**src/rtl/evt_seq_pkg.sv**
```systemverilog
package evt_seq_pkg;
    localparam int ACT_W     = 5;
    localparam int ACT_LIMIT = 0;
    localparam int ACT_STOP  = 1;
    localparam int ACT_START = 2;
    localparam int ACT_IRQ   = 3;
    localparam int ACT_DMA   = 4;

    typedef enum logic {
        HALF_LO = 1'b0,
        HALF_HI = 1'b1
    } half_e;

    typedef enum logic {
        UPD_LOAD = 1'b0,
        UPD_ADD  = 1'b1
    } upd_mode_e;
endpackage

```
**src/rtl/evt_gate.sv**
```systemverilog
module evt_gate #(
    parameter int NE  = 8,
    parameter int STW = 5,
    localparam int NST = 1 << STW
) (
    input  logic              unify,
    input  logic [STW-1:0]    st_lo,
    input  logic [STW-1:0]    st_hi,
    input  logic [NE-1:0]     trig,
    input  logic [NE*NST-1:0] mask,
    input  logic [NE-1:0]     half,
    output logic [NE-1:0]     fire,
    output logic [NE-1:0]     eff_half
);
    import evt_seq_pkg::*;

    for (genvar i = 0; i < NE; i++) begin : g_evt
        logic [NST-1:0] m;
        logic [STW-1:0] cur;
        assign m           = mask[i*NST +: NST];
        assign eff_half[i] = unify ? HALF_LO : half[i];
        assign cur         = (eff_half[i] == HALF_HI) ? st_hi : st_lo;
        assign fire[i]     = trig[i] & m[cur];
    end
endmodule

```
**src/rtl/half_upd.sv**
```systemverilog
module half_upd #(
    parameter int NE  = 8,
    parameter int STW = 5,
    parameter bit SEL = 1'b0
) (
    input  logic [STW-1:0]    cur,
    input  logic [NE-1:0]     fire,
    input  logic [NE-1:0]     eff_half,
    input  logic [NE-1:0]     chg,
    input  logic [NE-1:0]     add,
    input  logic [NE*STW-1:0] sval,
    input  logic              wr,
    input  logic [STW-1:0]    wr_val,
    output logic [STW-1:0]    nxt
);
    import evt_seq_pkg::*;

    always_comb begin
        nxt = cur;
        // ascending scan: the last (highest-numbered) hit decides
        for (int i = 0; i < NE; i++) begin
            if (fire[i] && chg[i] && (eff_half[i] == SEL)) begin
                if (add[i] == UPD_ADD)
                    nxt = cur + sval[i*STW +: STW];
                else
                    nxt = sval[i*STW +: STW];
            end
        end
        if (wr)
            nxt = wr_val;
    end
endmodule

```
**src/rtl/act_merge.sv**
```systemverilog
module act_merge #(
    parameter int NE = 8,
    parameter int NO = 4,
    parameter int AW = evt_seq_pkg::ACT_W
) (
    input  logic [NE-1:0]    fire,
    input  logic [NE*NO-1:0] oset,
    input  logic [NE*NO-1:0] oclr,
    input  logic [NE*AW-1:0] act,
    output logic [NO-1:0]    set_or,
    output logic [NO-1:0]    clr_or,
    output logic [AW-1:0]    act_or
);
    always_comb begin
        set_or = '0;
        clr_or = '0;
        act_or = '0;
        for (int i = 0; i < NE; i++) begin
            if (fire[i]) begin
                set_or = set_or | oset[i*NO +: NO];
                clr_or = clr_or | oclr[i*NO +: NO];
                act_or = act_or | act[i*AW +: AW];
            end
        end
    end
endmodule

```
**src/rtl/evt_state_seq.sv**
```systemverilog
module evt_state_seq
    import evt_seq_pkg::*;
#(
    parameter int NE  = 8,
    parameter int NO  = 4,
    parameter int STW = 5,
    localparam int NST   = 1 << STW,
    localparam int HI_LSB = 16
) (
    input  logic              clk,
    input  logic              rst_n,
    input  logic              unify,
    input  logic [NE-1:0]     evt_trig,
    input  logic [NE*NST-1:0] cfg_mask,
    input  logic [NE*STW-1:0] cfg_sval,
    input  logic [NE-1:0]     cfg_add,
    input  logic [NE-1:0]     cfg_chg,
    input  logic [NE-1:0]     cfg_half,
    input  logic [NE*NO-1:0]  cfg_oset,
    input  logic [NE*NO-1:0]  cfg_oclr,
    input  logic [NE*ACT_W-1:0] cfg_act,
    input  logic              wr_lo,
    input  logic              wr_hi,
    input  logic [31:0]       wr_data,
    output logic [31:0]       rd_data,
    output logic [NE-1:0]     evt_fired,
    output logic [NO-1:0]     out_set,
    output logic [NO-1:0]     out_clr,
    output logic              ctr_limit,
    output logic              ctr_stop,
    output logic              ctr_start,
    output logic              irq_req,
    output logic              dma_req
);
    typedef struct packed {
        logic [STW-1:0]   lo;
        logic [STW-1:0]   hi;
        logic [NE-1:0]    fired;
        logic [NO-1:0]    oset;
        logic [NO-1:0]    oclr;
        logic [ACT_W-1:0] act;
    } seq_t;

    seq_t s_d, s_q;

    logic [NE-1:0]    fire, eff_half;
    logic [STW-1:0]   lo_nxt, hi_nxt;
    logic [NO-1:0]    set_or, clr_or;
    logic [ACT_W-1:0] act_or;
    logic             unused_wr;

    assign unused_wr = ^{wr_data[31:HI_LSB+STW], wr_data[HI_LSB-1:STW]};

    evt_gate #(.NE(NE), .STW(STW)) u_gate (
        .unify    (unify),
        .st_lo    (s_q.lo),
        .st_hi    (s_q.hi),
        .trig     (evt_trig),
        .mask     (cfg_mask),
        .half     (cfg_half),
        .fire     (fire),
        .eff_half (eff_half)
    );

    for (genvar h = 0; h < 2; h++) begin : g_half
        logic [STW-1:0] cur, nxt, wval;
        logic           wr;
        if (h == 0) begin : g_lo
            assign cur    = s_q.lo;
            assign wr     = wr_lo;
            assign wval   = wr_data[STW-1:0];
            assign lo_nxt = nxt;
        end else begin : g_hi
            assign cur    = s_q.hi;
            assign wr     = wr_hi;
            assign wval   = wr_data[HI_LSB +: STW];
            assign hi_nxt = nxt;
        end
        half_upd #(.NE(NE), .STW(STW), .SEL(h[0])) u_upd (
            .cur      (cur),
            .fire     (fire),
            .eff_half (eff_half),
            .chg      (cfg_chg),
            .add      (cfg_add),
            .sval     (cfg_sval),
            .wr       (wr),
            .wr_val   (wval),
            .nxt      (nxt)
        );
    end

    act_merge #(.NE(NE), .NO(NO), .AW(ACT_W)) u_act (
        .fire   (fire),
        .oset   (cfg_oset),
        .oclr   (cfg_oclr),
        .act    (cfg_act),
        .set_or (set_or),
        .clr_or (clr_or),
        .act_or (act_or)
    );

    always_comb begin
        s_d       = s_q;
        s_d.lo    = lo_nxt;
        s_d.hi    = hi_nxt;
        s_d.fired = fire;
        s_d.oset  = set_or;
        s_d.oclr  = clr_or;
        s_d.act   = act_or;
    end

    always_ff @(posedge clk or negedge rst_n) begin
        if (!rst_n) s_q <= '0;
        else        s_q <= s_d;
    end

    always_comb begin
        rd_data                   = '0;
        rd_data[STW-1:0]          = s_q.lo;
        rd_data[HI_LSB +: STW]    = s_q.hi;
    end

    assign evt_fired = s_q.fired;
    assign out_set   = s_q.oset;
    assign out_clr   = s_q.oclr;
    assign ctr_limit = s_q.act[ACT_LIMIT];
    assign ctr_stop  = s_q.act[ACT_STOP];
    assign ctr_start = s_q.act[ACT_START];
    assign irq_req   = s_q.act[ACT_IRQ];
    assign dma_req   = s_q.act[ACT_DMA];
endmodule

```
**config.mk**
```make
export PLATFORM = sky130hd
export DESIGN_NAME = evt_state_seq
export DESIGN_NICKNAME = d
export VERILOG_FILES = /design/src/rtl/evt_seq_pkg.sv /design/src/rtl/evt_gate.sv /design/src/rtl/half_upd.sv /design/src/rtl/act_merge.sv /design/src/rtl/evt_state_seq.sv
export SDC_FILE = /design/constraint.sdc
export NUM_CORES = 1
export LEC_CHECK = 0
export ABC_AREA = 1
export BUFFER_PORTS_ARGS = -buffer_cell sky130_fd_sc_hd__buf_2
export CORE_AREA = 2 2 202 204
export CTS_BUF_LIST = sky130_fd_sc_hd__clkbuf_2
export DETAILED_ROUTE_END_ITERATION = 10
export DIE_AREA = 0 0 204 206
export PLACE_DENSITY_LB_ADDON = 0.12
export SYNTH_ARGS = -nofsm -noshare
export SYNTH_HDL_FRONTEND = slang
export SYNTH_SLANG_ARGS = --single-unit
```
**constraint.sdc**
```tcl
create_clock -name clk -period 4.09 [get_ports clk]
set_input_delay 0.818 -clock clk [delete_from_list [all_inputs] [get_ports clk]]
set_output_delay 0.818 -clock clk [all_outputs]
set_load 0.03 [all_outputs]
```
==> results.json <==
{
  "status": "finished, final reports clean",
  "cts.sinks": 31,
  "ys.flop_type": "dfrtp_1",
  "ctsHtreeMaxLevel": 2,
  "yosys.area.top_type": "nand2_1",
  "detail_route.wirelength_um": 48040,
  "grt_pass1_vias": 11630,
  "worstMarginPinSlew_ps": 813.7,
  "max-slew-margin-rel_pct": 45.75,
  "vdd_drop_max_v": 0.0002207,
  "setup_slack_ps": 688.0,
  "start_util_pct": 22.59,
  "critPathLaunchType": "primary input",
  "crit_required_ps": 4390,
  "synth_cell_types": 49,
  "drv_cap": 0,
  "synth-edff-count": 0,
  "antenna_found_initial": 2,
  "core_mm2": 0.04018,
  "crit_path_end_kind": "flip-flop",
  "r2r_cells": 21,
  "finalSetupViolCount": 0,
  "yosys_warnings": 0,
  "die_area_mm2": 0.04202,
  "reg2reg_to": "g_half[1].cur[3]$_DFFE_PN0P_",
  "cts_buffers": 5,
  "port_buffers": 477,
  "synth.most_common_cell": "nand2_1",
  "die_x_um": 204,
  "wire_per_inst_um": 18.59,
  "drtAntennaViolNets": 0,
  "seq_area_frac_synth_pct": 8.547,
  "hold_class": "primary input to asynchronous set/reset pin",
  "fin_tns_setup_ps": 0,
  "max_freq_mhz": 293.9,
  "drc": 0,
  "place_ws_ps": 232.1,
  "fin_skew_ps": 35.67,
  "drt-vias-per-instance": 4.765,
  "areaGrowthSynthToFinish_pct": 32.98,
  "async_flop_share_pct": 100.0,
  "cts_tree": "done",
  "synth.top_cell.area_share_pct": 22.58,
  "grt_max_degree": 32,
  "grt_pass1_wl_um": 69580,
  "p_leak_nw": 6.682,
  "cts_resized": 0,
  "cts-hold-fix-buffers": 0,
  "slew_viol_final": 0,
  "drtIter0Drc": 950,
  "layout-drive-gt1-share_pct": 29.02,
  "grt_usage_pct": 21.59,
  "routabilityCongestion": 0.9132,
  "finalHoldViolCount": 0,
  "fin_crit_sh_pct": 83.18,
  "die_y_um": 206,
  "rows": 74,
  "nets": 2598,
  "synth_common_cells": "546 x nand2_1, 247 x nand3_1, 120 x inv_1",
  "cts.clk_slew.worst_paths_ps": 190,
  "cp_max_fo": 14,
  "hold_ws_ps": 459.2,
  "insertion_delay_ps": 400,
  "postCtsSetupRepairBufs": 0,
  "final_cell_count_no_fill": 2584,
  "crit_type": "primary input to flip-flop",
  "synthTopCellsByArea": "nand2_1 23%, nand3_1 14%, ha_1 8.8%, dfrtp_1 8.5%, inv_1 5.0%",
  "rsz0062_at_grt": "false",
  "crit_arrival_ps": 3700,
  "avgSynthCellArea_um2": 5.752,
  "final_util_pct": 30.03,
  "timing.reg2reg.setup_slack_ps": 800,
  "grt_overflow": 0,
  "fillerInstances": 4691,
  "place_inst": 2574,
  "cts_buffer_depth": 2,
  "syn_area_mm2": 0.009076,
  "boundaryPins": 522,
  "reg2reg_from": "g_half[1].cur[0]$_DFFE_PN0P_",
  "vias": 12310,
  "detailed_place_hpwl_um": 39840,
  "power_density_mw_per_mm2": 612.1,
  "syn_inst": 1578,
  "firstDrtPassIters": 6,
  "period_needed_ps": 3402,
  "yosys_register_bits": 31,
  "cts_root_buf": "clkbuf_2"
}
==> per-stage QoR <==
stage,area [um^2],power [mW]
6_report,12070,7.387
5_1_grt,12070,8.254
4_1_cts,12060,7.456
3_5_place_dp,12020,7.261
3_3_place_gp,12020,7.229
2_1_floorplan,9155,5.067
==> layout by cell type (no fill, tap or decap), types with 6 or more instances in the layout <==
cell type and n:
xnor2_1 11, o21ai_1 13, nand4_1 17, conb_1 22, ha_1 64, nor2_1 96
inv_1 120, a31oi_1 17, nand2_2 10, o21ai_0 71, fa_1 16, a21o_1 8
nand3b_1 7, a221oi_1 16, nand3_1 247, xor2_1 18, buf_4 35, inv_2 17
dfrtp_1 31, buf_2 477, clkbuf_2 7, a32o_1 6, nand2_1 546, o211ai_1 12
a211oi_1 20, o21ai_2 12, a22o_1 18, a21oi_1 69
==> metal layers <==
| metal | vias up | global-route usage [%] | part of all wire, % |
|---|---|---|---|
| met3 | 19 | 2.160 | 5.4 |
| met5 | - | 0 | 0 |
| met4 | 0 | 2.484 | 0.87 |
| li1 | 6239 | - | - |
| met1 | 5648 | 29.31 | 45 |
| met2 | 407 | 37.96 | 48 |
==> where the power goes <==
part	switching, mW	internal [mW]	leakage, nW	total (mW)
clock network	0.117	0.0466	0.0330	0.164
logic	4.35	2.26	6.29	6.61
registers	0.162	0.450	0.361	0.613
total	4.63	2.76	6.68	7.39
==> worst max path at each step <==
stage,from,end,slack [ps]
after floorplan,g_half[0].cur[1]$_DFFE_PN0P_,ctr_stop$_DFF_PN0_,1150
after global placement,unify,g_half[1].cur[4]$_DFFE_PN0P_,230
after detailed placement,unify,g_half[1].cur[3]$_DFFE_PN0P_,230
after CTS,unify,g_half[1].cur[3]$_DFFE_PN0P_,690
after global routing,unify,g_half[1].cur[4]$_DFFE_PN0P_,400
final,unify,g_half[1].cur[3]$_DFFE_PN0P_,690
==> cell families (layout without fill, tap and decap cells) <==
family                     Yosys count  count (layout)  synth area share [%]
AOI/OAI and AO/OA                  276             276                 19.69
xor gates and xnor gates            29              29                 2.798
adders and majority gates           80              80                 12.35
buffers and inverters              211             662                 10.79
DFF                                 31              31                 8.547
other                                1              24               0.04132
and+or+nand+nor                    950             950                 45.78
==> state kept, by name (all words and copies together), names as in the netlist <==
| register | flops |
|---|---|
| irq_req | 1 |
| out_clr | 4 |
| g_half.cur | 10 |
| evt_fired | 8 |
| ctr_stop | 1 |
| out_set | 4 |
| dma_req | 1 |
| ctr_limit | 1 |
| ctr_start | 1 |
==> area by class of cell <==
cell class                      instances  area, um^2  share of cell area [%]
Antenna cell                            2       5.005                 0.04147
Clock buffer                            7       35.03                  0.2903
Clock inverter                          1       5.005                 0.04147
Inverter                              142       533.0                   4.416
Multi-Input combinational cell       1357        7400                   61.31
Sequential cell                        31       775.7                   6.428
Tap cell                              532       665.6                   5.515
Timing Repair Buffer                  512        2650                   21.96
==> worst max-delay path: stages <==
cell and delay, ps:
buf_2 120, inv_2 160, buf_4 240, nand3_2 210, nand2_2 280, nand2_1 80
nand3_1 90, nand3_1 80, nand3_1 140, nand2_1 70, nand2_1 60, nand2_1 60
nor2_2 350, nand4_1 190, nand3_1 130, nand3_1 70, nand2_1 110, nand2_1 80
nand2_1 100, nand2_1 100, nand2_1 90, a21oi_2 50
No activity file was read; power rests on OpenSTA's default activity.
